===== src/rtl/audclk_pkg.sv =====
package audclk_pkg;
  // Strobes passed from the rate control to the clock datapath.
  typedef struct packed {
    logic clear;     // restart all phase state
    logic mclkTick;  // master clock toggles at the end of this cycle
  } clkStrobe_t;
endpackage


===== src/rtl/audclk_ctrl.sv =====
module audclk_ctrl
  import audclk_pkg::*;
#(
  parameter int FRAC_W = 8,
  parameter int DIV_W  = 6
) (
  input  logic              clk,
  input  logic              rstN,
  input  logic [FRAC_W-1:0] xNum,
  input  logic [FRAC_W-1:0] yDen,
  input  logic [DIV_W-1:0]  bitDiv,
  output clkStrobe_t        strobes
);
  localparam int SUM_W = FRAC_W + 1;

  logic [FRAC_W-1:0] xQ, yQ, acc, accNext;
  logic [DIV_W-1:0]  divQ;
  logic [SUM_W-1:0]  sum;
  logic cfgChange, running, saturated, reached, tick;

  always_comb begin
    cfgChange = (xNum != xQ) || (yDen != yQ) || (bitDiv != divQ);
    running   = (xNum != '0) && (yDen != '0);
    saturated = xNum >= yDen;
    sum       = {1'b0, acc} + {1'b0, xNum};
    reached   = sum >= {1'b0, yDen};
    tick      = !cfgChange && running && (saturated || reached);
    accNext   = acc;
    if (cfgChange || saturated)
      accNext = '0;
    else if (running)
      accNext = reached ? FRAC_W'(sum - {1'b0, yDen}) : sum[FRAC_W-1:0];
  end

  always_ff @(posedge clk) begin
    if (!rstN) begin
      xQ   <= '0;
      yQ   <= '0;
      divQ <= '0;
      acc  <= '0;
    end else begin
      xQ   <= xNum;
      yQ   <= yDen;
      divQ <= bitDiv;
      acc  <= accNext;
    end
  end

  assign strobes.clear    = cfgChange;
  assign strobes.mclkTick = tick;
endmodule


===== src/rtl/audclk_dpath.sv =====
module audclk_dpath
  import audclk_pkg::*;
#(
  parameter int DIV_W = 6
) (
  input  logic             clk,
  input  logic             rstN,
  input  clkStrobe_t       strobes,
  input  logic [DIV_W-1:0] bitDiv,
  output logic             mclkOut,
  output logic             bclkOut,
  output logic             bclkEdge
);
  logic [DIV_W-1:0] divCnt;
  logic divWrap;

  assign divWrap = (divCnt == bitDiv);

  always_ff @(posedge clk) begin
    if (!rstN || strobes.clear) begin
      mclkOut  <= 1'b0;
      bclkOut  <= 1'b0;
      bclkEdge <= 1'b0;
      divCnt   <= '0;
    end else begin
      bclkEdge <= 1'b0;
      if (strobes.mclkTick) begin
        mclkOut <= !mclkOut;
        if (divWrap) begin
          divCnt   <= '0;
          bclkOut  <= !bclkOut;
          bclkEdge <= 1'b1;
        end else begin
          divCnt <= divCnt + 1'b1;
        end
      end
    end
  end
endmodule


===== src/rtl/audclk_gen.sv =====
module audclk_gen
  import audclk_pkg::*;
#(
  parameter int FRAC_W = 8,
  parameter int DIV_W  = 6
) (
  input  logic              clk,
  input  logic              rstN,
  input  logic [FRAC_W-1:0] xNum,
  input  logic [FRAC_W-1:0] yDen,
  input  logic [DIV_W-1:0]  bitDiv,
  output logic              mclkOut,
  output logic              bclkOut,
  output logic              bclkEdge
);
  clkStrobe_t strobes;

  audclk_ctrl #(.FRAC_W(FRAC_W), .DIV_W(DIV_W)) u_ctrl (
    .clk(clk), .rstN(rstN), .xNum(xNum), .yDen(yDen), .bitDiv(bitDiv),
    .strobes(strobes)
  );

  audclk_dpath #(.DIV_W(DIV_W)) u_dpath (
    .clk(clk), .rstN(rstN), .strobes(strobes), .bitDiv(bitDiv),
    .mclkOut(mclkOut), .bclkOut(bclkOut), .bclkEdge(bclkEdge)
  );
endmodule


===== config.mk =====
export PLATFORM = sky130hd
export DESIGN_NAME = audclk_gen
export DESIGN_NICKNAME = d
export VERILOG_FILES = /design/src/rtl/audclk_pkg.sv /design/src/rtl/audclk_ctrl.sv /design/src/rtl/audclk_dpath.sv /design/src/rtl/audclk_gen.sv
export SDC_FILE = /design/constraint.sdc
export NUM_CORES = 1
export LEC_CHECK = 0
export BUFFER_PORTS_ARGS = -buffer_cell sky130_fd_sc_hd__buf_2
export CAP_MARGIN = 20
export CORE_UTILIZATION = 40
export CTS_BUF_LIST = sky130_fd_sc_hd__clkbuf_16
export DETAILED_ROUTE_END_ITERATION = 6
export SETUP_SLACK_MARGIN = 0.2
export SYNTH_ARGS = -nofsm -noshare
export SYNTH_HDL_FRONTEND = slang
export SYNTH_HIERARCHICAL = 1
export SYNTH_SLANG_ARGS = --single-unit
export TNS_END_PERCENT = 10

===== constraint.sdc =====
create_clock -name clk -period 3.69 [get_ports clk]
set_input_delay 0.738 -clock clk [delete_from_list [all_inputs] [get_ports clk]]
set_output_delay 0.738 -clock clk [all_outputs]
set_load 0.02 [all_outputs]

# Word-level counts from Yosys, hierarchy flattened
# Cells that the tools add are included.
dict set report classes {
  order_cmp 2
  addsub 3
  mux 3
  bitwise 2
  eq_ne 4
  reduce_logical 17
}
# cell n
set ops {}
lappend ops {{!= test 8 bit} 2}
lappend ops {{nonzero test 8 bit} 2}
lappend ops {{adder 8 x 8 -> 9 bit} 1}
lappend ops {{greater-or-equal comparator 9 x 8 -> 1 bit} 1}
lappend ops {{greater-or-equal comparator 8 bit} 1}
lappend ops {{two-way mux 8 bit} 1}
lappend ops {{subtractor 8 bit} 1}
lappend ops {{adder 6 x 1 -> 6 bit (second input constant)} 1}
lappend ops {{equality test 6 bit} 1}
lappend ops {{two-way mux 6 bit} 1}
lappend ops {{!= test 6 bit} 1}
lappend ops {{logical OR 1 bit} 5}
lappend ops {{logical NOT 1 bit} 4}
lappend ops {{OR reduction 2 bit} 2}
lappend ops {{logical AND 1 bit} 3}
lappend ops {{NOT 1 bit} 2}
lappend ops {{AND reduction 2 bit} 1}
lappend ops {{two-way mux 1 bit} 1}
dict set report totals {
  elab_cells 39
  output_inout_bits 3
  register_bits 39
  input_bits 24
}

# Longest topological paths before layout
# Gate-level depths: netlist of the first run.
dict set report logic_depth {
  ltp_word 8
  mapped_depth 18
  ltp_nobuf 16
}

# Hierarchy
# The synthesis of the first run kept the hierarchy.
# module area_per_inst_um2 instances cells_each
set by_module_without_submodules {}
lappend by_module_without_submodules {audclk_ctrl 2189.6 1 244}
lappend by_module_without_submodules {audclk_dpath 425.4 1 45}

# Worst setup path after synthesis of the first run
# No wires, ideal clock.
dict set report synth_path {
  kind {input port to flip-flop}
  from {input port xNum[0]}
  to {register u_dpath.divCnt[5]}
  arrival_ns 3.822
  slack_ns -0.261
  path_stages 18
  n_path_buf 2
  required_ns 3.562
  setup_ns 0.128
  cell_sequence {ha_1 fa_1 a211oi_1 o21ai_1 nor2_1 a2bb2oi_1 ha_1 a21o_1 o221ai_1 a21oi_1 nor2_4 a21oi_1 buf_4 buf_4 and3_1 nand4_1 xor2_1 nor2_1}
}
dict set report synth_between {
  elab_chain_len 6
}
# item line
set synth_lines {}
lappend synth_lines {{from (decl)} audclk_gen.sv:9} ;# input logic [FRAC_W-1:0] xNum,
lappend synth_lines {{parallel branches: the longest is 5 deep, another holds adder 8 x 8 -> 9 bit} --}
lappend synth_lines {{logical AND 1 bit *} audclk_ctrl.sv:27} ;# tick = !cfgChange && running && (saturated || reached);
lappend synth_lines {{net u_ctrl.tick} audclk_ctrl.sv:19} ;# logic cfgChange, running, saturated, reached, tick;
lappend synth_lines {{to (signal assigned)} audclk_dpath.sv:34} ;# divCnt <= divCnt + 1'b1;
lappend synth_lines {{to (decl)} audclk_dpath.sv:14} ;# logic [DIV_W-1:0] divCnt;
# Mark *: on every way through the listed nets, which the timed path passes.
# A chain may end at the register's enable or synchronous reset.

# Worst setup path in the final report of the first run
dict set report layout_path {
  from {input port xNum[0]}
  to {register u_ctrl.acc[7]}
}
dict set report layout_between {
  elab_chain_len 5
}
# item line
set layout_lines {}
lappend layout_lines {{parallel branches: the longest is 5 deep, another holds adder 8 x 8 -> 9 bit} --}
lappend layout_lines {{to (signal assigned)} audclk_ctrl.sv:45} ;# acc <= accNext;
lappend layout_lines {{to (decl)} audclk_ctrl.sv:16} ;# logic [FRAC_W-1:0] xQ, yQ, acc, accNext;
# Several ways; the timed one is not identified.

==> out/results.ini, run 1 <==
[clock_tree]
clk_latency_ps=280
cts_tree=yes
hold_buffers=0
clockRootBuffer=clkbuf_16
cts_max_level=2
cts_buffers=5
clk_pin_slew_ps=60
clock-sinks=39
cts.path.max_buffers=2

[floorplanning]
die_h_um=82.86
fp.dieW_um=82.86
coreArea_um2=6314
rows=29
start_util_pct=41.42
ios=27
fp.dieArea_um2=6865

[detailed_routing]
vias=2291
drcViolationCount=0
finalWirelength_um=6637
first_pass_iters=4
vias_per_cell=5.183
antenna_left=0
drt_iter0_drc=74
wl_per_cell_um=15.02

[synth]
synth_warnings=6
ys_ff_latch=39
syn_avg_cell_area_um2=9.048
synth_cell_type_count=48
syn_nets=340
syn_inst=289
synth_top_area_cell=dfxtp_1
synth_area_leaders=dfxtp_1 30%, ha_1 12%, xnor2_1 8.7%, nor2_1 5.0%, xor2_1 5.0%
yosysSeqAreaShare_pct=29.86
netlist.area_leader.share_pct=29.86
ys_top_cells_by_count=39 x dfxtp_1, 35 x nor2_1, 26 x xnor2_1, 25 x ha_1, 15 x xor2_1
synth_area_um2=2615
ys_dominant_reg_cell=dfxtp_1
synth_edf_count=0
synthArstFlopShare_pct=0
synth.most_common_cell=dfxtp_1

[critical_path]
reg2regPathDepth=18
r2r-end=u_ctrl/acc[7]
reg2reg_slack_ps=300
startpoint_type=input port
crit_path_max_fanout=3
r2r_start=u_ctrl/acc[1]
worstSetupPathType=in -> reg
endpoint_kind=flip-flop
startpoint=xNum[0]
crit_end=u_ctrl/acc[7]
worstPathRequired_ps=3900
worst_ep_arrival_time_ps=3740

[timing]
setup_viol=0
fmax_mhz=283.1
finalWorstPathRequiredPeriod_ps=3532
fin_skew_ps=4.803
fin_crit_sh_pct=95.71
slew_violations=0
finalHoldViolCount=0
finalSetupTns_ps=0
fin_ws_ps=158.3
whs_ps=486.9
rsz0062_at_grt=true
worst_pin_slew_ps=504.5
relSlewSlack_pct=66.37

[finish]
register_area_um2=780.7
n_antenna_cell=0
fin_util_pct=55.25
multi_input_area_um2=1876
syn_to_final_growth_pct=33.40
fillCellCount=575
drive_gt1_share_pct=31.23
fin_area_um2=3488
fin_nets=415

[power]
power_density_nw_per_um2=340.9
power.leakage_nw=1.534
ir_drop_uv=271.9

[global_route]
grt_first_pass_wirelength_um=10800
gr-total-overflow=0
grt_pass1_vias=2265
grtUsageTotal_pct=19.56
grt_max_degree=18
antenna_found_initial=0

[placement]
place_congestion=0.8848
pre_cts_ws_ps=-221.0
portBuffers=26
hpwl_um=4963
place_area_um2=3090

[worst_hold_path]
whs_path_depth=2
min_path_type=reg -> reg

[outcome]
status=complete, no violations

[job]
maxCapViolations=0

## layer usage
layer / vias up / GRT usage [%] / part of all wire (%)
met2: 45 / 32.71 / 47
li1: 1169 / - / -
met3: 7 / 2.783 / 3.5
met1: 1070 / 25.93 / 49
met5: - / 0 / 0
met4: 0 / 6.270 / 1.0
## cell type report
cell class / instances / area share, %
multi-input combinational: 230 / 53.77
sequential: 39 / 22.38
timing repair buffer: 74 / 14.74
clock buffer: 5 / 3.587
tap: 77 / 2.762
inverter: 14 / 1.506
clock inverter: 3 / 1.255
## sequential cells by signal, summed over array words and instances, names as in the netlist
register	count
u_ctrl/acc	8
u_ctrl/divQ	6
u_ctrl/xQ	8
u_ctrl/yQ	8
u_dpath/bclkEdge	1
u_dpath/bclkOut	1
u_dpath/divCnt	6
u_dpath/mclkOut	1
## critical path, cell delays in order
cell	delay [ps]
buf_6	100
ha_4	160
fa_2	420
buf_6	140
a21o_1	150
a21oi_2	170
xnor2_2	100
ha_1	330
nand4_1	140
o21ai_2	200
buf_4	130
buf_4	90
buf_4	90
buf_4	90
buf_4	90
buf_4	90
nor2_1	30
a221o_1	330
a21oi_1	150
## worst min-delay path by stage
stage / endpoint / slack, ps / start
floorplan: u_ctrl/acc[7] / 450 / u_ctrl/acc[7]
global placement: u_ctrl/acc[7] / 470 / u_ctrl/acc[7]
detailed placement: u_ctrl/acc[7] / 480 / u_ctrl/acc[7]
CTS: u_ctrl/acc[7] / 490 / u_ctrl/acc[7]
global route: u_dpath/bclkOut / 500 / u_dpath/bclkOut
finish: u_ctrl/acc[7] / 490 / u_ctrl/acc[7]
## what timing repair did
| item | CTS | global route |
|---|---|---|
| gates resized for setup | 12 | 6 |
| buffers inserted | 16 | 2 |
| setup endpoints to repair | 10 | 16 |
| pin swaps | 19 | 10 |
## through the flow
stage | power (mW) | cells
after global routing | 1.234 | 442
final | 1.189 | 442
after CTS | 1.191 | 440
after detailed placement | 0.6702 | 416
after floorplan | 0.5910 | 289
after global placement | 0.6690 | 416
## kinds of logic (layout without fill, tap and decap cells)
logic type	Yosys count	count (layout)	synth area share (%)
compound gates	57	57	15.69
simple gates	95	95	19.52
flops	39	39	29.86
fa+ha+maj	27	27	13.49
mux	9	9	3.493
buf+inv	20	96	3.589
xor+xnor	42	42	14.35
## layout by cell type (no fill, tap or decap), drive strengths merged, types with 3 or more instances in the layout
master   n
buf     74
dfxtp   39
nor2    36
xnor2   27
ha      25
xor2    15
and2    14
inv     14
a21oi   13
o21ai   13
a211oi  10
nand4    9
mux2i    8
nand2    7
clkbuf   5
o21a     5
nor3     5
nor4     5
a21o     4
nor2b    4
nand2b   4
nand3    3
## power breakdown
part           leakage [nW]  internal (mW)  switching (mW)
logic                  1.13          0.127           0.127
clock network        0.0838          0.319           0.177
registers             0.320          0.434         0.00509
total                  1.53          0.880           0.309
Note: power is estimated with default switching activity, not from simulation.
==> run 2, diff against run 1 <==
--- a/config.mk
+++ b/config.mk
@@ -7,9 +7,12 @@
 export LEC_CHECK = 0
 export BUFFER_PORTS_ARGS = -buffer_cell sky130_fd_sc_hd__buf_2
 export CAP_MARGIN = 20
-export CORE_UTILIZATION = 40
+export CELL_PAD_IN_SITES_DETAIL_PLACEMENT = 0
+export CELL_PAD_IN_SITES_GLOBAL_PLACEMENT = 1
+export CORE_UTILIZATION = 41
 export CTS_BUF_LIST = sky130_fd_sc_hd__clkbuf_16
 export DETAILED_ROUTE_END_ITERATION = 6
+export PLACE_DENSITY_LB_ADDON = 0.1
 export SETUP_SLACK_MARGIN = 0.2
 export SYNTH_ARGS = -nofsm -noshare
 export SYNTH_HDL_FRONTEND = slang
==> run 2 against run 1 <==
  * Combinational power is 5% lower
  * Total power down 2.1%
  * Via count down 4.5%
  * Clock-buffer cell count stayed put
  * Worst setup slack better by 32 ps
  * Clock power decreased by 3%
  * First-iteration DRC count grew 15%
  * Fmax up 0.92%
  * Die area down 2.4%
  * Final area decreased by 2.1%
  * Critical path type unchanged
==> out/results.ini, run 2 (synthesis results as in run 1) <==
[detailed_routing]
vias=2187  ; -4.5%
wl_per_cell_um=15.05  ; +0.24%
first_pass_iters=4  ; unchanged
antenna_left=0  ; unchanged
drcViolationCount=0  ; unchanged
vias_per_cell=5.086  ; -1.9%
drt_iter0_drc=85  ; +15%
finalWirelength_um=6472  ; -2.5%

[finish]
stdcell_count=430  ; -2.7%
mostFrequentLayoutCells=39 x dfxtp_1, 37 x buf_4, 32 x nor2_1, 26 x xnor2_1, 24 x buf_2
fin_util_pct=56.67  ; +1.4 points
fin_nets=406  ; -2.2%
fin_area_um2=3415  ; -2.1%
drive_gt1_share_pct=29.58  ; -1.7 points
final_common_cell=dfxtp_1
n_antenna_cell=0  ; unchanged
syn_to_final_growth_pct=30.57
top_regs=u_ctrl/acc: 8 flops, u_ctrl/xQ: 8 flops, u_ctrl/yQ: 8 flops

[clock_tree]
clockRootBuffer=clkbuf_16
cts.path.max_buffers=2  ; unchanged
cts_max_level=2  ; unchanged
clk_latency_ps=280  ; about the same
cts_tree=yes
clk_pin_slew_ps=60  ; about the same
hold_buffers=0  ; unchanged
clock-sinks=39  ; unchanged
cts_buffers=5  ; unchanged

[critical_path]
critPathSlowestCell=fa_2
r2r-end=u_dpath/bclkOut
worst-path-stages=15  ; -4
crit_family=compound AO/OA/AOI/OAI gates
reg2reg_slack_ps=400  ; +100 ps
worstSetupPathType=in -> reg
worstPathRequired_ps=3890  ; about the same
endpoint_kind=flip-flop
slowest_delay_ps=410  ; about the same
reg2regPathDepth=15  ; -3
startpoint_type=input port
r2r_start=u_ctrl/acc[1]
worst_ep_arrival_time_ps=3700  ; -40 ps
crit_chain=buf_8, buf_6, fa_2, a211oi_2, o21ai_2, nor2_2, a2bb2oi_2, ha_4, a21o_1, nor3_2, a21oi_2, nor2_4, buf_6, mux2_1, a211oi_2
crit_path_max_fanout=5  ; +2
critPathBufInv=3  ; -5

[timing]
relSlewSlack_pct=65.75  ; -0.62 points
whs_ps=500.6  ; +13.71 ps
finalHoldViolCount=0  ; unchanged
rsz0062_at_grt=true
setup_viol=0  ; unchanged
worst_pin_slew_ps=513.8  ; +9.286 ps
fmax_mhz=285.7  ; +0.92%
fin_crit_sh_pct=94.84  ; -0.87 points
finalWorstPathRequiredPeriod_ps=3500  ; -32.11 ps
fin_skew_ps=4.184  ; -0.6185 ps
slew_violations=0  ; unchanged

[floorplanning]
die_h_um=81.86  ; -1.2%
rows=28  ; -3.4%
ios=27  ; unchanged
fp.dieArea_um2=6701  ; -2.4%
start_util_pct=43.40  ; +2.0 points
coreArea_um2=6026  ; -4.6%
fp.dieW_um=81.86  ; -1.2%

[global_route]
use_met1_pct=31.49  ; +5.6 points
grt_max_degree=18  ; unchanged
antenna_found_initial=0  ; unchanged
busiest_layer=met1
grtUsageTotal_pct=21.41  ; +1.8 points
grt_pass1_vias=2143  ; -5.4%
gr-total-overflow=0  ; unchanged
grt_first_pass_wirelength_um=10540  ; -2.4%
gr-usage-met3_pct=3.667  ; +0.88 points
use_met2_pct=31.40  ; -1.3 points

[power]
ir_drop_uv=215.7  ; -21%
power_density_nw_per_um2=340.9  ; about the same
power.leakage_nw=1.473  ; -4.0%
total_power_mw=1.164  ; -2.1%

[job]
maxCapViolations=0  ; unchanged

[worst_hold_path]
min_to=u_dpath/bclkOut
min_path_type=reg -> reg
hp-start=u_dpath/bclkOut
whs_path_depth=2  ; unchanged

[placement]
hpwl_um=5128  ; +3.3%
place_area_um2=3126  ; +1.1%
place_congestion=0.8033  ; -9.2%
portBuffers=26  ; unchanged
place_inst=419  ; +0.72%

[outcome]
status=complete, no violations

==> run 2: cell count changes in the layout (fill, tap and decap cells not counted), sizes merged <==
cell | previous run | this run
clkinvlp | 0 | 1
clkinv | 2 | 0
buf | 74 | 65
==> run 2: final cells by class <==
type                            count  area (um2)
Fill cell                         574        2611
Multi-Input combinational cell    230        1878
Sequential cell                    39       780.7
Timing Repair Buffer               65       446.7
Clock buffer                        5       125.1
Tap cell                           75       93.84
Inverter                           14       52.55
Clock inverter                      2       37.54
==> run 2: how the worst max path moves through the flow <==
stage,slack [ps],to,from
floorplan,-80,u_dpath/divCnt[5],xNum[0]
global placement,-200,u_dpath/divCnt[5],xNum[0]
detailed placement,-270,u_dpath/bclkOut,xNum[0]
CTS,180,u_dpath/bclkOut,xNum[0]
global route,-2,u_dpath/bclkOut,xNum[1]
finish,190,u_ctrl/acc[0],xNum[1]
==> run 2: stage by stage <==
step / setup WS [ps] / TNS (ps)
final: 190.4 / 0
after global routing: -2.171 / -2.171
after CTS: 181.1 / 0
after detailed placement: -273.4 / -1969
after global placement: -203.1 / -1545
after floorplan: -80.08 / -156.7
==> run 2: report_power, final <==
group,switching (mW),total (mW),leakage (nW),internal (mW)
Sequential,0.00541,0.440,0.320,0.434
Clock,0.168,0.483,0.0759,0.315
Combinational,0.123,0.242,1.08,0.118
==> run 2: what timing repair did <==
action,CTS,global route
setup buffers,1,3
hold endpoints to repair,0,0
pin swaps,7,14
endpoints found under the setup margin,10,15
resized for setup,5,13
==> run 2: worst reg2reg max path: stages (launching register included) <==
cell,delay [ps]
dfxtp_1,450
ha_4,250
a211o_4,350
a2111oi_4,300
nor2_2,80
nor2_2,130
xnor2_1,70
ha_1,290
nand4_1,90
o21ai_2,140
a31o_2,160
nor2_4,70
a21oi_4,160
nand4_1,170
or3_1,400
a21oi_1,120
==> run 2: metal layers <==
metal / part of all wire (%) / vias up
met2: 41 / 24
met1: 56 / 1004
met3: 2.1 / 8
met5: 0 / -
met4: 1.0 / 0
li1: - / 1151
